## src/rtl/fuse_rd_pkg.sv

```systemverilog
package fuse_rd_pkg;
   // Register byte offsets
   localparam int OFS_CTRL = 'h04;
   localparam int OFS_DATA = 'h08;
   localparam int OFS_CFG  = 'h10;

   // Control register bit positions
   localparam int BIT_PWRDN  = 27;
   localparam int BIT_RBUSY  = 26;
   localparam int BIT_RSTART = 25;
   localparam int BIT_RENA   = 24;
   localparam int BIT_ASET   = 11;
   localparam int FADDR_W    = 11;

   localparam logic [31:0] CTRL_KEEP  = 32'h0BFF_3FFF;
   localparam logic [31:0] CTRL_RESET = 32'h0800_0000;
   localparam logic [31:0] CFG_KEEP   = 32'h0000_0400;

   localparam int ARRAY_BYTES = 512;

   // Behavioural content of one fuse byte
   function automatic logic [7:0] fuse_byte(input logic [31:0] idx);
      logic [31:0] t;
      t = idx * 32'd7 + 32'd90;
      return t[7:0];
   endfunction
endpackage

```

## src/rtl/fuse_rd_array.sv

```systemverilog
module fuse_rd_array
   import fuse_rd_pkg::*;
#(
   parameter int WORD_BYTES = 4,
   parameter int LATENCY    = 8
) (
   input  logic               clk,
   input  logic               rst_n,
   input  logic               launch,
   input  logic [FADDR_W-1:0] addr,
   output logic               done,
   output logic [31:0]        word
);
   localparam int DEPTH = ARRAY_BYTES / WORD_BYTES;
   localparam int CW    = $clog2(LATENCY + 1);

   logic [FADDR_W-1:0] addr_q;
   logic [CW-1:0]      cnt_q;
   logic [31:0]        base_idx;
   logic               in_range;

   always_ff @(posedge clk or negedge rst_n) begin
      if (!rst_n) begin
         addr_q <= '0;
         cnt_q  <= '0;
      end else if (launch) begin
         addr_q <= addr;
         cnt_q  <= CW'(LATENCY);
      end else if (cnt_q != '0) begin
         cnt_q  <= cnt_q - CW'(1);
      end
   end

   assign done     = (cnt_q == CW'(1));
   assign base_idx = 32'(addr_q) * 32'(WORD_BYTES);
   assign in_range = 32'(addr_q) < 32'(DEPTH);

   for (genvar k = 0; k < 4; k++) begin : g_lane
      if (k < WORD_BYTES) begin : g_used
         assign word[8*k +: 8] = in_range ? fuse_byte(base_idx + 32'(k)) : 8'h00;
      end else begin : g_pad
         assign word[8*k +: 8] = 8'h00;
      end
   end
endmodule

```

## src/rtl/fuse_rd_regs.sv

```systemverilog
module fuse_rd_regs
   import fuse_rd_pkg::*;
#(
   parameter int BUS_AW = 8
) (
   input  logic               clk,
   input  logic               rst_n,
   input  logic               bus_we,
   input  logic [BUS_AW-1:0]  bus_addr,
   input  logic [31:0]        bus_wdata,
   output logic [31:0]        bus_rdata,
   input  logic               rom_done,
   input  logic [31:0]        rom_word,
   output logic               launch,
   output logic [FADDR_W-1:0] fetch_addr,
   output logic               busy,
   output logic [31:0]        data_word
);
   logic [31:0] ctrl_q;
   logic [31:0] cfg_q;
   logic [31:0] ctrl_next;
   logic        wr_ctrl;
   logic        wr_cfg;
   logic        aset_rise;

   assign wr_ctrl   = bus_we && (bus_addr == BUS_AW'(OFS_CTRL));
   assign wr_cfg    = bus_we && (bus_addr == BUS_AW'(OFS_CFG));
   assign ctrl_next = bus_wdata & CTRL_KEEP;

   assign launch = wr_ctrl && ctrl_next[BIT_RSTART] && !ctrl_q[BIT_RSTART]
                   && ctrl_next[BIT_RENA] && !ctrl_next[BIT_PWRDN] && !busy;
   assign aset_rise = wr_ctrl && ctrl_next[BIT_ASET] && !ctrl_q[BIT_ASET];

   always_ff @(posedge clk or negedge rst_n) begin
      if (!rst_n) begin
         ctrl_q     <= CTRL_RESET;
         cfg_q      <= '0;
         fetch_addr <= '0;
         busy       <= 1'b0;
         data_word  <= '0;
      end else begin
         if (wr_ctrl)   ctrl_q     <= ctrl_next;
         if (wr_cfg)    cfg_q      <= bus_wdata & CFG_KEEP;
         if (aset_rise) fetch_addr <= ctrl_next[FADDR_W-1:0];
         if (launch)        busy <= 1'b1;
         else if (rom_done) busy <= 1'b0;
         if (rom_done)  data_word  <= rom_word;
      end
   end

   always_comb begin
      bus_rdata = '0;
      if (bus_addr == BUS_AW'(OFS_CTRL)) begin
         bus_rdata = ctrl_q;
         bus_rdata[BIT_RBUSY] = busy;
      end else if (bus_addr == BUS_AW'(OFS_DATA)) begin
         bus_rdata = data_word;
      end else if (bus_addr == BUS_AW'(OFS_CFG)) begin
         bus_rdata = cfg_q;
      end
   end
endmodule

```

## src/rtl/fuse_rd_ctrl.sv

```systemverilog
module fuse_rd_ctrl
   import fuse_rd_pkg::*;
#(
   parameter int WORD_BYTES = 4,
   parameter int LATENCY    = 8,
   parameter int BUS_AW     = 8
) (
   input  logic              clk,
   input  logic              rst_n,
   input  logic              bus_we,
   input  logic [BUS_AW-1:0] bus_addr,
   input  logic [31:0]       bus_wdata,
   output logic [31:0]       bus_rdata
);
   if (!(WORD_BYTES == 1 || WORD_BYTES == 4)) begin : g_bad_width
      $error("fuse_rd_ctrl: WORD_BYTES must be 1 or 4");
   end
   if (LATENCY < 1 || LATENCY > 1000) begin : g_bad_latency
      $error("fuse_rd_ctrl: LATENCY must be within 1..1000");
   end
   if (BUS_AW < 5) begin : g_bad_aw
      $error("fuse_rd_ctrl: BUS_AW must reach offset 0x10");
   end

   logic               launch;
   logic [FADDR_W-1:0] fetch_addr;
   logic               rd_busy;
   logic               rom_done;
   logic [31:0]        rom_word;
   logic [31:0]        data_word;

   fuse_rd_regs #(.BUS_AW(BUS_AW)) u_regs (
      .clk        (clk),
      .rst_n      (rst_n),
      .bus_we     (bus_we),
      .bus_addr   (bus_addr),
      .bus_wdata  (bus_wdata),
      .bus_rdata  (bus_rdata),
      .rom_done   (rom_done),
      .rom_word   (rom_word),
      .launch     (launch),
      .fetch_addr (fetch_addr),
      .busy       (rd_busy),
      .data_word  (data_word)
   );

   fuse_rd_array #(.WORD_BYTES(WORD_BYTES), .LATENCY(LATENCY)) u_array (
      .clk    (clk),
      .rst_n  (rst_n),
      .launch (launch),
      .addr   (fetch_addr),
      .done   (rom_done),
      .word   (rom_word)
   );
endmodule

```

## config.mk

```make
export PLATFORM = sky130hd
export DESIGN_NAME = fuse_rd_ctrl
export DESIGN_NICKNAME = d
export VERILOG_FILES = /design/src/rtl/fuse_rd_pkg.sv /design/src/rtl/fuse_rd_array.sv /design/src/rtl/fuse_rd_regs.sv /design/src/rtl/fuse_rd_ctrl.sv
export SDC_FILE = /design/constraint.sdc
export NUM_CORES = 1
export LEC_CHECK = 0
export BUFFER_PORTS_ARGS = -buffer_cell sky130_fd_sc_hd__clkbuf_2
export CAP_MARGIN = 25
export CORE_ASPECT_RATIO = 1.4
export CORE_MARGIN = 5
export CORE_UTILIZATION = 50
export CTS_CLUSTER_DIAMETER = 50
export DETAILED_ROUTE_END_ITERATION = 16
export MAX_ROUTING_LAYER = met4
export PLACE_DENSITY = 0.76
export SLEW_MARGIN = 30
export SYNTH_ARGS = -nofsm -noshare
export SYNTH_HDL_FRONTEND = slang
export SYNTH_SLANG_ARGS = --single-unit
```

## constraint.sdc

```tcl
create_clock -name clk -period 2.6 [get_ports clk]
set_input_delay 0.26 -clock clk [delete_from_list [all_inputs] [get_ports clk]]
set_output_delay 0.26 -clock clk [all_outputs]
set_load 0.01 [all_outputs]
```

==> flow_metrics.env <==
export IMPL_power_static_leakage_nw=2.479
export IMPL_min_period_ps=2487
export IMPL_hold_end="u_regs.ctrl_q[6]$_DFFE_PN0N_"
export IMPL_dp_hpwl_mm=6.652
export IMPL_portBuffers=67
export IMPL_drt_wl_total_mm=8.812
export IMPL_stdcell_count=550
export IMPL_grt_max_degree=32
export IMPL_die_x_um=85.68
export IMPL_drtAntennaViolNets=0
export IMPL_finClkSkew_ps=9.392
export IMPL_worstPathArrival_ps=2770
export IMPL_ys_warn_count=0
export IMPL_clkLatencyLatePin_ps=360
export IMPL_avgSynthCellArea_um2=10.98
export IMPL_irDropWorstVdd_mv=0.3328
export IMPL_fp_dieH_um=115.9
export IMPL_ys_flop_type="dfrtp_1"
export IMPL_core_um2=7797
export IMPL_start_util_pct=51.41
export IMPL_cts_reportedPaths_clkPinSlew_ps=80
export IMPL_setup_viol=0
export IMPL_areaGrowthSynthToFinish_pct=19.29
export IMPL_synth_top_cell_area_share_pct=45.57
export IMPL_antenna_found_initial=0
export IMPL_fin_setup_tns_ps=0
export IMPL_drv_cap=0
export IMPL_synth_edf_count=0
export IMPL_status="completed"
export IMPL_powerDensity_nw_per_um2=590.1
export IMPL_cts_tree="done"
export IMPL_wl_per_cell_um=16.02
export IMPL_fin_util_pct=61.33
export IMPL_rsz0062_at_grt="no"
export IMPL_whs_path_depth=2
export IMPL_vias=2963
export IMPL_drt_iter0_drc=199
export IMPL_fmax_mhz=402.2
export IMPL_ios=75
export IMPL_nFillCells=647
export IMPL_critPathLaunchType="flip-flop"
export IMPL_hp_class="primary input to flip-flop"
export IMPL_synth_area_um2=4009
export IMPL_r2r_slack_ps=110
export IMPL_max_slew_margin_pct=55.47
export IMPL_hold_ws_ps=129.8
export IMPL_gp_congestion=0.8292
export IMPL_drcViolationCount=0
export IMPL_path_cells="inv_2 -> fa_1 -> inv_1 -> ha_1 -> ha_4 -> a21o_1 -> a21oi_1 -> or3_1 -> nand3_1"
export IMPL_vias_per_cell=5.387
export IMPL_first_pass_iters=4
export IMPL_tightest_slew_ps=658.7
export IMPL_htreeDepth=3
export IMPL_cp_required_ps=2890
export IMPL_synth_top_area_cell="dfrtp_1"
export IMPL_netlist_cell_type_count=40
export IMPL_yosysSeqAreaShare_pct=46.22
export IMPL_rr_worst_depth=9
export IMPL_drive_gt1_share_pct=35.11
export IMPL_die_area_um2=9934
export IMPL_cts_root_buf="clkbuf_8"
export IMPL_antennaDiodeCount=0
export IMPL_numCtsBuffers=9
export IMPL_place_inst=533
export IMPL_crit_path_max_fanout=6
export IMPL_synth_common_cells="dfrtp_1 (73), nand2_1 (41), mux2_2 (39)"
export IMPL_rows=38
export IMPL_grt_overflow_total=0
export IMPL_r2r_end="u_regs.data_word[31]$_DFFE_PN0P_"
export IMPL_reg2reg_from="u_array.addr_q[1]$_DFFE_PN0P_"
export IMPL_cts_path_max_buffers=2
export IMPL_netlist_instances=365
export IMPL_grt_use_total_pct=19.56
export IMPL_finalHoldViolCount=0
export IMPL_fin_crit_sh_pct=95.64
export IMPL_clock_sinks=74
export IMPL_synth_most_common_cell="dfrtp_1"
export IMPL_critical_path_class="flip-flop to flip-flop"
export IMPL_grt_pass1_wl_mm=14.61
export IMPL_min_delay_start="bus_wdata[6]"
export IMPL_cp_end_kind="flip-flop"
export IMPL_max_stage_delay_ps=550
export IMPL_finalMaxSlewViolations=0
export IMPL_ys_seq_elements=74
export IMPL_crit_buf_inv=2
export IMPL_final_nets=517
export IMPL_async_flop_share_pct=100.0
export IMPL_grt_pass1_vias=3017
export IMPL_synth_area_top_cells="dfrtp_1 (46%), mux2_2 (11%), ha_1 (6.2%), fa_1 (4.0%), nand2_1 (3.8%)"
export IMPL_crit_path_top_delay_cell="fa_1"
export IMPL_synth_fp_nets=436
export IMPL_critPathTopFamily="adder cells"
-- power breakdown --
part,switching (W),internal (W)
sequential,0.000107,0.00132
clock,0.000418,0.000490
combinational,0.000284,0.000206
-- area by class of cell --
class / instances / area, um2 / share of cell area [%]
inverters: 15 / 56.30 / 1.177
clock inverters: 4 / 51.30 / 1.073
clock buffers: 11 / 151.4 / 3.166
repair buffers: 89 / 503.0 / 10.52
multi-input cells: 257 / 2039 / 42.65
well taps: 100 / 125.1 / 2.616
flip-flops and latches: 74 / 1856 / 38.80
-- flip-flops by register name (all words and copies together), names as in the netlist --
| signal | cells |
|---|---|
| u_regs.ctrl_q | 25 |
| u_array.addr_q | 10 |
| u_regs.cfg_q | 1 |
| u_regs.busy | 1 |
| u_regs.fetch_addr | 10 |
| u_regs.data_word | 23 |
| u_array.cnt_q | 4 |
-- kinds of logic after synthesis --
family / share of synthesized area (%)
and+or+nand+nor: 11.64
buffers and inverters: 3.714
adders and majority gates: 10.24
muxes: 13.73
xor gates and xnor gates: 4.807
DFF: 46.22
AOI/OAI and AO/OA: 9.644
-- metal layers --
| layer | vias to the layer above | GRT usage [%] | routed length (um) |
|---|---|---|---|
| met2 | 56 | 32.99 | 4676 |
| met1 | 1480 | 22.89 | 3603 |
| met5 | - | - | 0 |
| li1 | 1414 | - | - |
| met3 | 13 | 4.410 | 366 |
| met4 | 0 | 7.075 | 165 |
-- through the flow --
step,power [W],setup WS [ps],area [um2]
after floorplan,0.001751,27.50,4011
after global placement,0.001906,133.2,4528
after detailed placement,0.001938,83.55,4528
after CTS,0.002846,62.42,4741
after global routing,0.002991,1.788,4782
final,0.002822,113.5,4782
-- worst register-to-register path, cell delays in order, from the launching register on --
cell and delay, ps:
dfrtp_2 420, inv_2 60, fa_1 550, inv_1 70, ha_1 380, ha_4 350
a21o_1 120, a21oi_1 70, or3_1 310, nand3_1 80
-- worst max path at each step --
stage | start | cells past startpoint | end
2_1_floorplan | u_array.addr_q[1]$_DFFE_PN0P_ | 10 | u_regs.data_word[31]$_DFFE_PN0P_
3_3_place_gp | u_array.addr_q[1]$_DFFE_PN0P_ | 9 | u_regs.data_word[31]$_DFFE_PN0P_
3_5_place_dp | u_array.addr_q[0]$_DFFE_PN0P_ | 9 | u_regs.data_word[7]$_DFFE_PN0P_
4_1_cts | u_array.addr_q[1]$_DFFE_PN0P_ | 9 | u_regs.data_word[31]$_DFFE_PN0P_
5_1_grt | u_array.addr_q[1]$_DFFE_PN0P_ | 9 | u_regs.data_word[31]$_DFFE_PN0P_
6_report | u_array.addr_q[1]$_DFFE_PN0P_ | 9 | u_regs.data_word[31]$_DFFE_PN0P_
-- cells in the final DEF, fill, tap and decap left out, types with 8 or more instances in the layout --
| master | count |
|---|---|
| nor2_1 | 23 |
| clkbuf_2 | 66 |
| nand2_1 | 41 |
| a21oi_1 | 14 |
| and3_1 | 11 |
| a22oi_1 | 15 |
| buf_4 | 21 |
| fa_1 | 8 |
| xor2_1 | 8 |
| xnor2_1 | 13 |
| clkbuf_8 | 11 |
| ha_1 | 18 |
| mux2_2 | 39 |
| inv_1 | 14 |
| dfrtp_1 | 71 |
| o21ai_0 | 19 |
-- what timing repair did --
item | CTS | global route
endpoints found under the setup margin | 0 | 4
hold endpoints to repair | 18 | 0
hold buffers | 1 | 0
resized for setup | 0 | 7
buffers inserted | 0 | 1
(Power assumes the default switching activity.)
